**src/rtl/codec_ctl_pkg.sv**
```systemverilog
package codec_ctl_pkg;
  localparam int REG_W    = 8;
  localparam int NUM_REGS = 3;
  localparam int NUM_DAC  = 3;
  localparam int NUM_SD   = 3;
  localparam logic [7:0] ADDR_BASE = 8'h01;

  // field positions that the top decodes
  localparam int PWR_ADC_B = 2;
  localparam int PWR_DAC_B = 1;
  localparam int RUN_B     = 0;
  localparam int MASK_LO_B = 5;
  localparam int POL_B     = 4;
  localparam int FMT_B     = 3;
  localparam int MUTE_B    = 0;

  function automatic logic [REG_W-1:0] reg_reset(input int idx);
    case (idx)
      0:       return 8'h07;
      1:       return 8'h08;
      default: return 8'h00;
    endcase
  endfunction

  function automatic logic [REG_W-1:0] reg_wmask(input int idx);
    case (idx)
      0:       return 8'h07;
      1:       return 8'hF9;
      default: return 8'hFE;
    endcase
  endfunction

  function automatic logic [7:0] reg_addr(input int idx);
    return ADDR_BASE + 8'(idx);
  endfunction

  // flag is active when some DAC is unmasked and all unmasked DACs are zero
  function automatic logic zero_all(input logic [NUM_DAC-1:0] zero,
                                    input logic [NUM_DAC-1:0] ignore);
    return (|(~ignore)) & (&(zero | ignore));
  endfunction
endpackage

```
**src/rtl/codec_ctl_regs.sv**
```systemverilog
module codec_ctl_regs
  import codec_ctl_pkg::*;
#(
  parameter int W = REG_W,
  parameter int N = NUM_REGS
) (
  input  logic               clk,
  input  logic               rst_n,
  input  logic               cmd_valid,
  input  logic               cmd_write,
  input  logic [7:0]         cmd_addr,
  input  logic [W-1:0]       cmd_wdata,
  output logic [W-1:0]       rd_data,
  output logic [N-1:0][W-1:0] q
);
  logic [N-1:0] wr_hit;
  logic [N-1:0] addr_hit;
  logic         known;
  logic [W-1:0] rd_sel;

  for (genvar i = 0; i < N; i++) begin : g_reg
    localparam logic [W-1:0] RST = reg_reset(i);
    localparam logic [W-1:0] WM  = reg_wmask(i);
    assign addr_hit[i] = (cmd_addr == reg_addr(i));
    assign wr_hit[i]   = cmd_valid & cmd_write & addr_hit[i];

    always_ff @(posedge clk or negedge rst_n) begin
      if (!rst_n)         q[i] <= RST;
      else if (wr_hit[i]) q[i] <= (q[i] & ~WM) | (cmd_wdata & WM);
    end

    // a register without a write strobe keeps its value
    a_r3_hold: assert property (@(posedge clk) disable iff (!rst_n)
      !$past(wr_hit[i]) |-> $stable(q[i]));
    // read-only bits stay zero
    a_r2_ro_zero: assert property (@(posedge clk) disable iff (!rst_n)
      (q[i] & ~WM) == '0);
  end

  assign known = |addr_hit;

  always_comb begin
    rd_sel = '0;
    for (int i = 0; i < N; i++)
      if (addr_hit[i]) rd_sel = q[i];
  end

  always_ff @(posedge clk or negedge rst_n) begin
    if (!rst_n)                      rd_data <= '0;
    else if (cmd_valid && !cmd_write) rd_data <= rd_sel;
  end

  // unknown command reads back zero
  a_r3_unknown_rd: assert property (@(posedge clk) disable iff (!rst_n)
    (cmd_valid && !cmd_write && !known) |=> rd_data == '0);
endmodule

```
**src/rtl/codec_zflag.sv**
```systemverilog
module codec_zflag
  import codec_ctl_pkg::*;
#(
  parameter int ND = NUM_DAC
) (
  input  logic          clk,
  input  logic          rst_n,
  input  logic [ND-1:0] zero_in,
  input  logic [ND-1:0] ignore,
  input  logic          low_active,
  input  logic          run,
  output logic          flag
);
  logic active;

  assign active = !run | zero_all(zero_in, ignore);
  assign flag   = active ^ low_active;

  // internal reset forces the active level
  a_r9_reset_forces: assert property (@(posedge clk) disable iff (!rst_n)
    !run |-> flag == !low_active);
  // everything masked keeps the inactive level
  a_r8_all_masked: assert property (@(posedge clk) disable iff (!rst_n)
    (run && (&ignore)) |-> flag == low_active);
  // one unmasked nonzero DAC keeps the flag inactive
  a_r6_nonzero_blocks: assert property (@(posedge clk) disable iff (!rst_n)
    (run && |(~ignore & ~zero_in)) |-> flag == low_active);
endmodule

```
**src/rtl/codec_pin_gate.sv**
```systemverilog
module codec_pin_gate #(
  parameter int W = 6
) (
  input  logic         clk,
  input  logic         rst_n,
  input  logic [W-1:0] en,
  input  logic [W-1:0] pin_in,
  output logic [W-1:0] pin_out
);
  for (genvar i = 0; i < W; i++) begin : g_pin
    assign pin_out[i] = pin_in[i] & en[i];
    // a disabled pin drives low
    a_r10_off_low: assert property (@(posedge clk) disable iff (!rst_n)
      !en[i] |-> !pin_out[i]);
  end
endmodule

```
**src/rtl/codec_ctl_top.sv**
```systemverilog
module codec_ctl_top
  import codec_ctl_pkg::*;
(
  input  logic               clk,
  input  logic               rst_n,
  input  logic               cmd_valid,
  input  logic               cmd_write,
  input  logic [7:0]         cmd_addr,
  input  logic [REG_W-1:0]   cmd_wdata,
  output logic [REG_W-1:0]   rd_data,
  output logic               adc_pwr_on,
  output logic               dac_pwr_on,
  output logic               core_run,
  output logic               fmt_i2s,
  output logic               dac_quiet,
  input  logic [NUM_DAC-1:0] dac_zero,
  output logic               zflag_out,
  input  logic               lrck_in,
  input  logic               bick_in,
  input  logic               mclk_in,
  input  logic [NUM_SD-1:0]  sd_in,
  output logic               lrck_out,
  output logic               bick_out,
  output logic               clko_out,
  output logic [NUM_SD-1:0]  sd_out
);
  localparam int GW = NUM_SD + 3;

  logic [NUM_REGS-1:0][REG_W-1:0] q;
  logic [REG_W-1:0] r_pwr, r_fmt, r_pin;
  logic [GW-1:0] gate_en, gate_in, gate_out;
  logic unused_bits;

  codec_ctl_regs u_regs (
    .clk(clk), .rst_n(rst_n), .cmd_valid(cmd_valid), .cmd_write(cmd_write),
    .cmd_addr(cmd_addr), .cmd_wdata(cmd_wdata), .rd_data(rd_data), .q(q)
  );

  assign r_pwr = q[0];
  assign r_fmt = q[1];
  assign r_pin = q[2];

  assign adc_pwr_on = r_pwr[PWR_ADC_B];
  assign dac_pwr_on = r_pwr[PWR_DAC_B];
  assign core_run   = r_pwr[RUN_B];
  assign fmt_i2s    = r_fmt[FMT_B];
  assign dac_quiet  = !r_pwr[PWR_DAC_B] | r_fmt[MUTE_B];

  codec_zflag u_zflag (
    .clk(clk), .rst_n(rst_n), .zero_in(dac_zero),
    .ignore(r_fmt[MASK_LO_B +: NUM_DAC]), .low_active(r_fmt[POL_B]),
    .run(r_pwr[RUN_B]), .flag(zflag_out)
  );

  // enables: clocks in bits 7..5, lanes in bits 3..1; bit 4 is stored only
  assign gate_en = {r_pin[7:5], r_pin[NUM_SD:1]};
  assign gate_in = {lrck_in, bick_in, mclk_in, sd_in};

  codec_pin_gate #(.W(GW)) u_gate (
    .clk(clk), .rst_n(rst_n), .en(gate_en), .pin_in(gate_in), .pin_out(gate_out)
  );

  assign {lrck_out, bick_out, clko_out, sd_out} = gate_out;
  assign unused_bits = ^{r_pwr[7:3], r_fmt[2:1], r_pin[4], r_pin[0]};

  // quiet level tracks power-down or soft mute
  a_r5_quiet: assert property (@(posedge clk) disable iff (!rst_n)
    (r_fmt[MUTE_B] || !dac_pwr_on) |-> dac_quiet);
  // a write to 01h shows on the power levels the next cycle
  a_r4_pwr: assert property (@(posedge clk) disable iff (!rst_n)
    (cmd_valid && cmd_write && cmd_addr == 8'h01) |=>
      {adc_pwr_on, dac_pwr_on, core_run} == $past(cmd_wdata[2:0]));
endmodule

```
**config.mk**
```make
export PLATFORM = sky130hd
export DESIGN_NAME = codec_ctl_top
export DESIGN_NICKNAME = d
export VERILOG_FILES = /design/src/rtl/codec_ctl_pkg.sv /design/src/rtl/codec_ctl_regs.sv /design/src/rtl/codec_zflag.sv /design/src/rtl/codec_pin_gate.sv /design/src/rtl/codec_ctl_top.sv
export SDC_FILE = /design/constraint.sdc
export NUM_CORES = 1
export LEC_CHECK = 0
export BUFFER_PORTS_ARGS = -buffer_cell sky130_fd_sc_hd__buf_2
export CORE_ASPECT_RATIO = 1.75
export CORE_UTILIZATION = 46
export CTS_CLUSTER_DIAMETER = 150
export DETAILED_ROUTE_END_ITERATION = 16
export HOLD_SLACK_MARGIN = 0.03
export PLACE_DENSITY_LB_ADDON = 0.08
export SYNTH_ARGS = -nofsm -noshare
export SYNTH_HDL_FRONTEND = slang
export SYNTH_SLANG_ARGS = --single-unit
```
**constraint.sdc**
```tcl
create_clock -name clk -period 1.3 [get_ports clk]
set_clock_uncertainty 0.2 [all_clocks]
set_input_delay 0.065 -clock clk [delete_from_list [all_inputs] [get_ports clk]]
set_output_delay 0.065 -clock clk [all_outputs]
set_load 0.01 [all_outputs]
```
==> parameters.txt <==
Parameter                              Value

STA
  Max Transition Viols Final ... 0
  Setup repair after global routing missed its margin ... yes
  Post-route setup slack ... -0.3097 ns
  Worst Max-Slew Pin Slew ... 0.5397 ns
  Time the worst path needs with I/O delays and setup ... 1.610 ns
  Portion of the clock cycle consumed by the worst path in the final layout ... 1.238
  Count of endpoints failing setup in the final report ... 1
  Fin Hold WS ... 0.04717 ns
  Achievable Freq ... 621.2 MHz
  Final hold violations ... 0
  Relative slew margins ... 0.6402
  Setup Total Neg Slack ... -0.3097 ns

Logic synthesis
  Ranking of synthesized cells by area ... sky130_fd_sc_hd__dfrtp_1, sky130_fd_sc_hd__mux2_2, sky130_fd_sc_hd__dfstp_2
  Yosys reg bits ... 24
  Cell variety after synth ... 24
  Netlist Area Pre-Place ... between 0.001 and 0.0015 mm2
  Dominant synthesized flop cell ... sky130_fd_sc_hd__dfrtp_1
  Fraction of post-synthesis cell area in the top cell type by area ... 0.4292
  Warnings from Yosys ... 0
  Synthesized area per cell ... 12.54 um2
  Most area-hungry cell type in the Yosys netlist ... sky130_fd_sc_hd__dfrtp_1
  Fraction of registers with async set/reset ... 1.000
  Number of enable-type register cells in the synthesized netlist ... 0
  Fraction of the yosys area taken by sequential cells ... 0.5193
  Syn nets ... approximately 120
  Synthesized instance count ... 93

Drt
  Detailed router's first-iteration violation count ... 17
  DRT antenna net count ... 0
  Detailed-route wire length ... 2.743 mm
  Detailed-route via count ... 1,006
  Routed WL per cell ... about 15 um
  Remaining routing DRC violations ... 0
  Post-detailed-route via-to-cell ratio ... 5.323
  Initial DRT Pass Iterations ... 4

Floorplan
  Ports placed on the boundary ... between 40 and 50
  Total die area ... 0.002748 mm2
  Width of the die ... 40.06 um
  Initial Util ... 0.5003
  Die height ... 68.61 um
  Std-Cell Rows ... 23
  Core Footprint ... 0.002331 mm2

Final layout
  Number of nets in the finished design ... around 200
  Fin cells ... 189
  Share of final-layout standard cells stronger than drive strength 1 ... 0.5549
  Non-Filler Cell Area, Final ... 0.001707 mm2
  Ant. Diodes ... 0
  Growth of design area from synthesis to finish ... 46.35%
  Final standard cell utilization of the core ... 0.7322

Worst setup path
  Worst endpoint data arrival time ... 1.34 ns
  Max FO, Critical Path ... 3
  Kind of launch point of the worst setup path ... flop
  Kind of critical path ... flop to primary output
  Critical path endpoint category ... primary output
  Crit path required time ... approximately 1.0 ns

Clock tree
  TritonCTS clock tree ... done
  CTS max path bufs ... 2
  # H-tree levels ... 1
  Clock buffers created by TritonCTS ... 3
  Register clock-pin slew on the reported worst setup and hold paths ... ~0.080 ns
  Number of sinks handled by clock tree synthesis ... 24
  Clock latency of the later-clocked register in the worst-skew pair ... 0.26 ns
  CTS Root Buffer Type ... sky130_fd_sc_hd__clkbuf_8

Flow run
  Max-cap violation count ... 0

Pwr
  Comb pwr share ... 0.134
  P per Cell Area ... approximately 820 mW/mm2
  Switching part of the total power ... 0.2277
  Power share of the clock group ... 0.310
  Overall power consumption ... 1.391 mW
  Cell Int Power ... 1.074 mW
  Static leakage ... 0.9137 nW
  Peak ir drop on the vdd network ... 0.6801 mV
  Part of the total power dissipated in sequential elements ... 0.556
  Net switching component of the power ... 0.3168 mW

Global route
  Number of global-route vias before repair ... ~1,100
  Maximum number of pins on one net before global-route repair ... 25
  Antenna violations before repair ... 0
  Grt ovf ... 0
  Total track usage ... 0.2333
  Global-route wire length before repair ... about 4.4 mm

Outcome
  Violations in the final reports ... negative setup slack
  Result of the run ... finished with violations

Placed design
  Worst setup slack before clock tree synthesis ... -0.2769 ns
  Last weighted congestion value of the routability-driven placer ... between 0.7 and 0.8
  Port Buffers ... 48
  Half-perimeter wire length after placement ... 2.040 mm
  Post-placement cell area ... 0.001523 mm2
  Number of placed instances, taps included ... 174

Min path
  Worst min-delay path category ... input pin to flop
## worst max-delay path, cell delays in order (launching register included)
cell                      delay (ns)
sky130_fd_sc_hd__dfrtp_1        0.41
sky130_fd_sc_hd__and3_4         0.20
sky130_fd_sc_hd__o31ai_4        0.18
sky130_fd_sc_hd__xor2_1         0.16
sky130_fd_sc_hd__buf_2          0.14
## final cells by class
type | count | area, um2
repair buffers | 72 | 451.7
flip-flops and latches | 24 | 605.6
fillers | 172 | 624.3
multi-input cells | 65 | 576.8
clock buffers | 3 | 41.29
well taps | 25 | 31.28
## cell usage in the layout (no fill, tap or decap), drive strengths merged, types with 2 or more instances in the layout
master	netlist	layout
o31ai	8	8
mux2i	7	7
nand2b	2	2
dfstp	4	4
buf	2	62
and2	7	7
clkbuf	2	3
nor2	2	2
nand4	2	2
mux2	16	16
nand2	9	9
and3b	3	3
dfrtp	20	20
dlygate4sd3	0	9
## registers in the layout, indices dropped and copies added (netlist names)
register        count
u_regs.q           16
u_regs.rd_data      8
## cell usage after synthesis (2+ instances only)
cell type	count
sky130_fd_sc_hd__clkbuf_1	2
sky130_fd_sc_hd__dfrtp_1	20
sky130_fd_sc_hd__o31ai_1	8
sky130_fd_sc_hd__and3b_1	3
sky130_fd_sc_hd__nand2b_1	2
sky130_fd_sc_hd__nor2_1	2
sky130_fd_sc_hd__nand2_1	9
sky130_fd_sc_hd__and2_1	7
sky130_fd_sc_hd__mux2i_1	7
sky130_fd_sc_hd__mux2_2	16
sky130_fd_sc_hd__dfstp_2	4
## final timing paths
check / from / to / slack (ns) / cells past startpoint
setup reg to reg: u_regs.q[0] / u_regs.rd_data[0] / 0.07 / 3
max in group asynchronous: rst_n / u_regs.q[11] / 0.41 / 2
min in group asynchronous: rst_n / u_regs.rd_data[3] / 0.12 / 2
setup / recovery: u_regs.q[14] / zflag_out / -0.31 / 4
hold reg to reg: u_regs.rd_data[3] / u_regs.rd_data[3] / 0.28 / 2
hold / removal: cmd_addr[2] / u_regs.rd_data[6] / 0.05 / 4
## metal layers
layer  global-route usage  wire length (um)  vias to the layer above
li1                     -                 -                      481
met1               0.2437               997                      497
met2               0.4496              1640                       26
met3              0.01923                88                        2
met4              0.07759                17                        0
met5                    0                 0                        -
## power groups by stage
stage | registers, mW | clock network [mW] | logic [mW]
finish | 0.773 | 0.431 | 0.187
global route | 0.776 | 0.461 | 0.206
CTS | 0.773 | 0.438 | 0.185
detailed placement | 0.787 | 0 | 0.159
global placement | 0.787 | 0 | 0.154
floorplan | 0.786 | 0 | 0.0556
## kinds of logic after synthesis
logic type,share of synthesized area
flip-flops,0.5193
multiplexers,0.2146
AO/OA/AOI/OAI,0.06760
buffers and inverters,0.02038
AND/OR/NAND/NOR,0.1706
XOR/XNOR,0.007512
## repair_timing
item | CTS | global route
gates resized for setup | 1 | 6
pin swaps | 0 | 1
endpoints found under the hold margin | 43 | 0
buffers inserted | 1 | 1
hold buffers | 10 | 0
endpoints found under the setup margin | 1 | 17
Power figures use the tool's default switching activity.
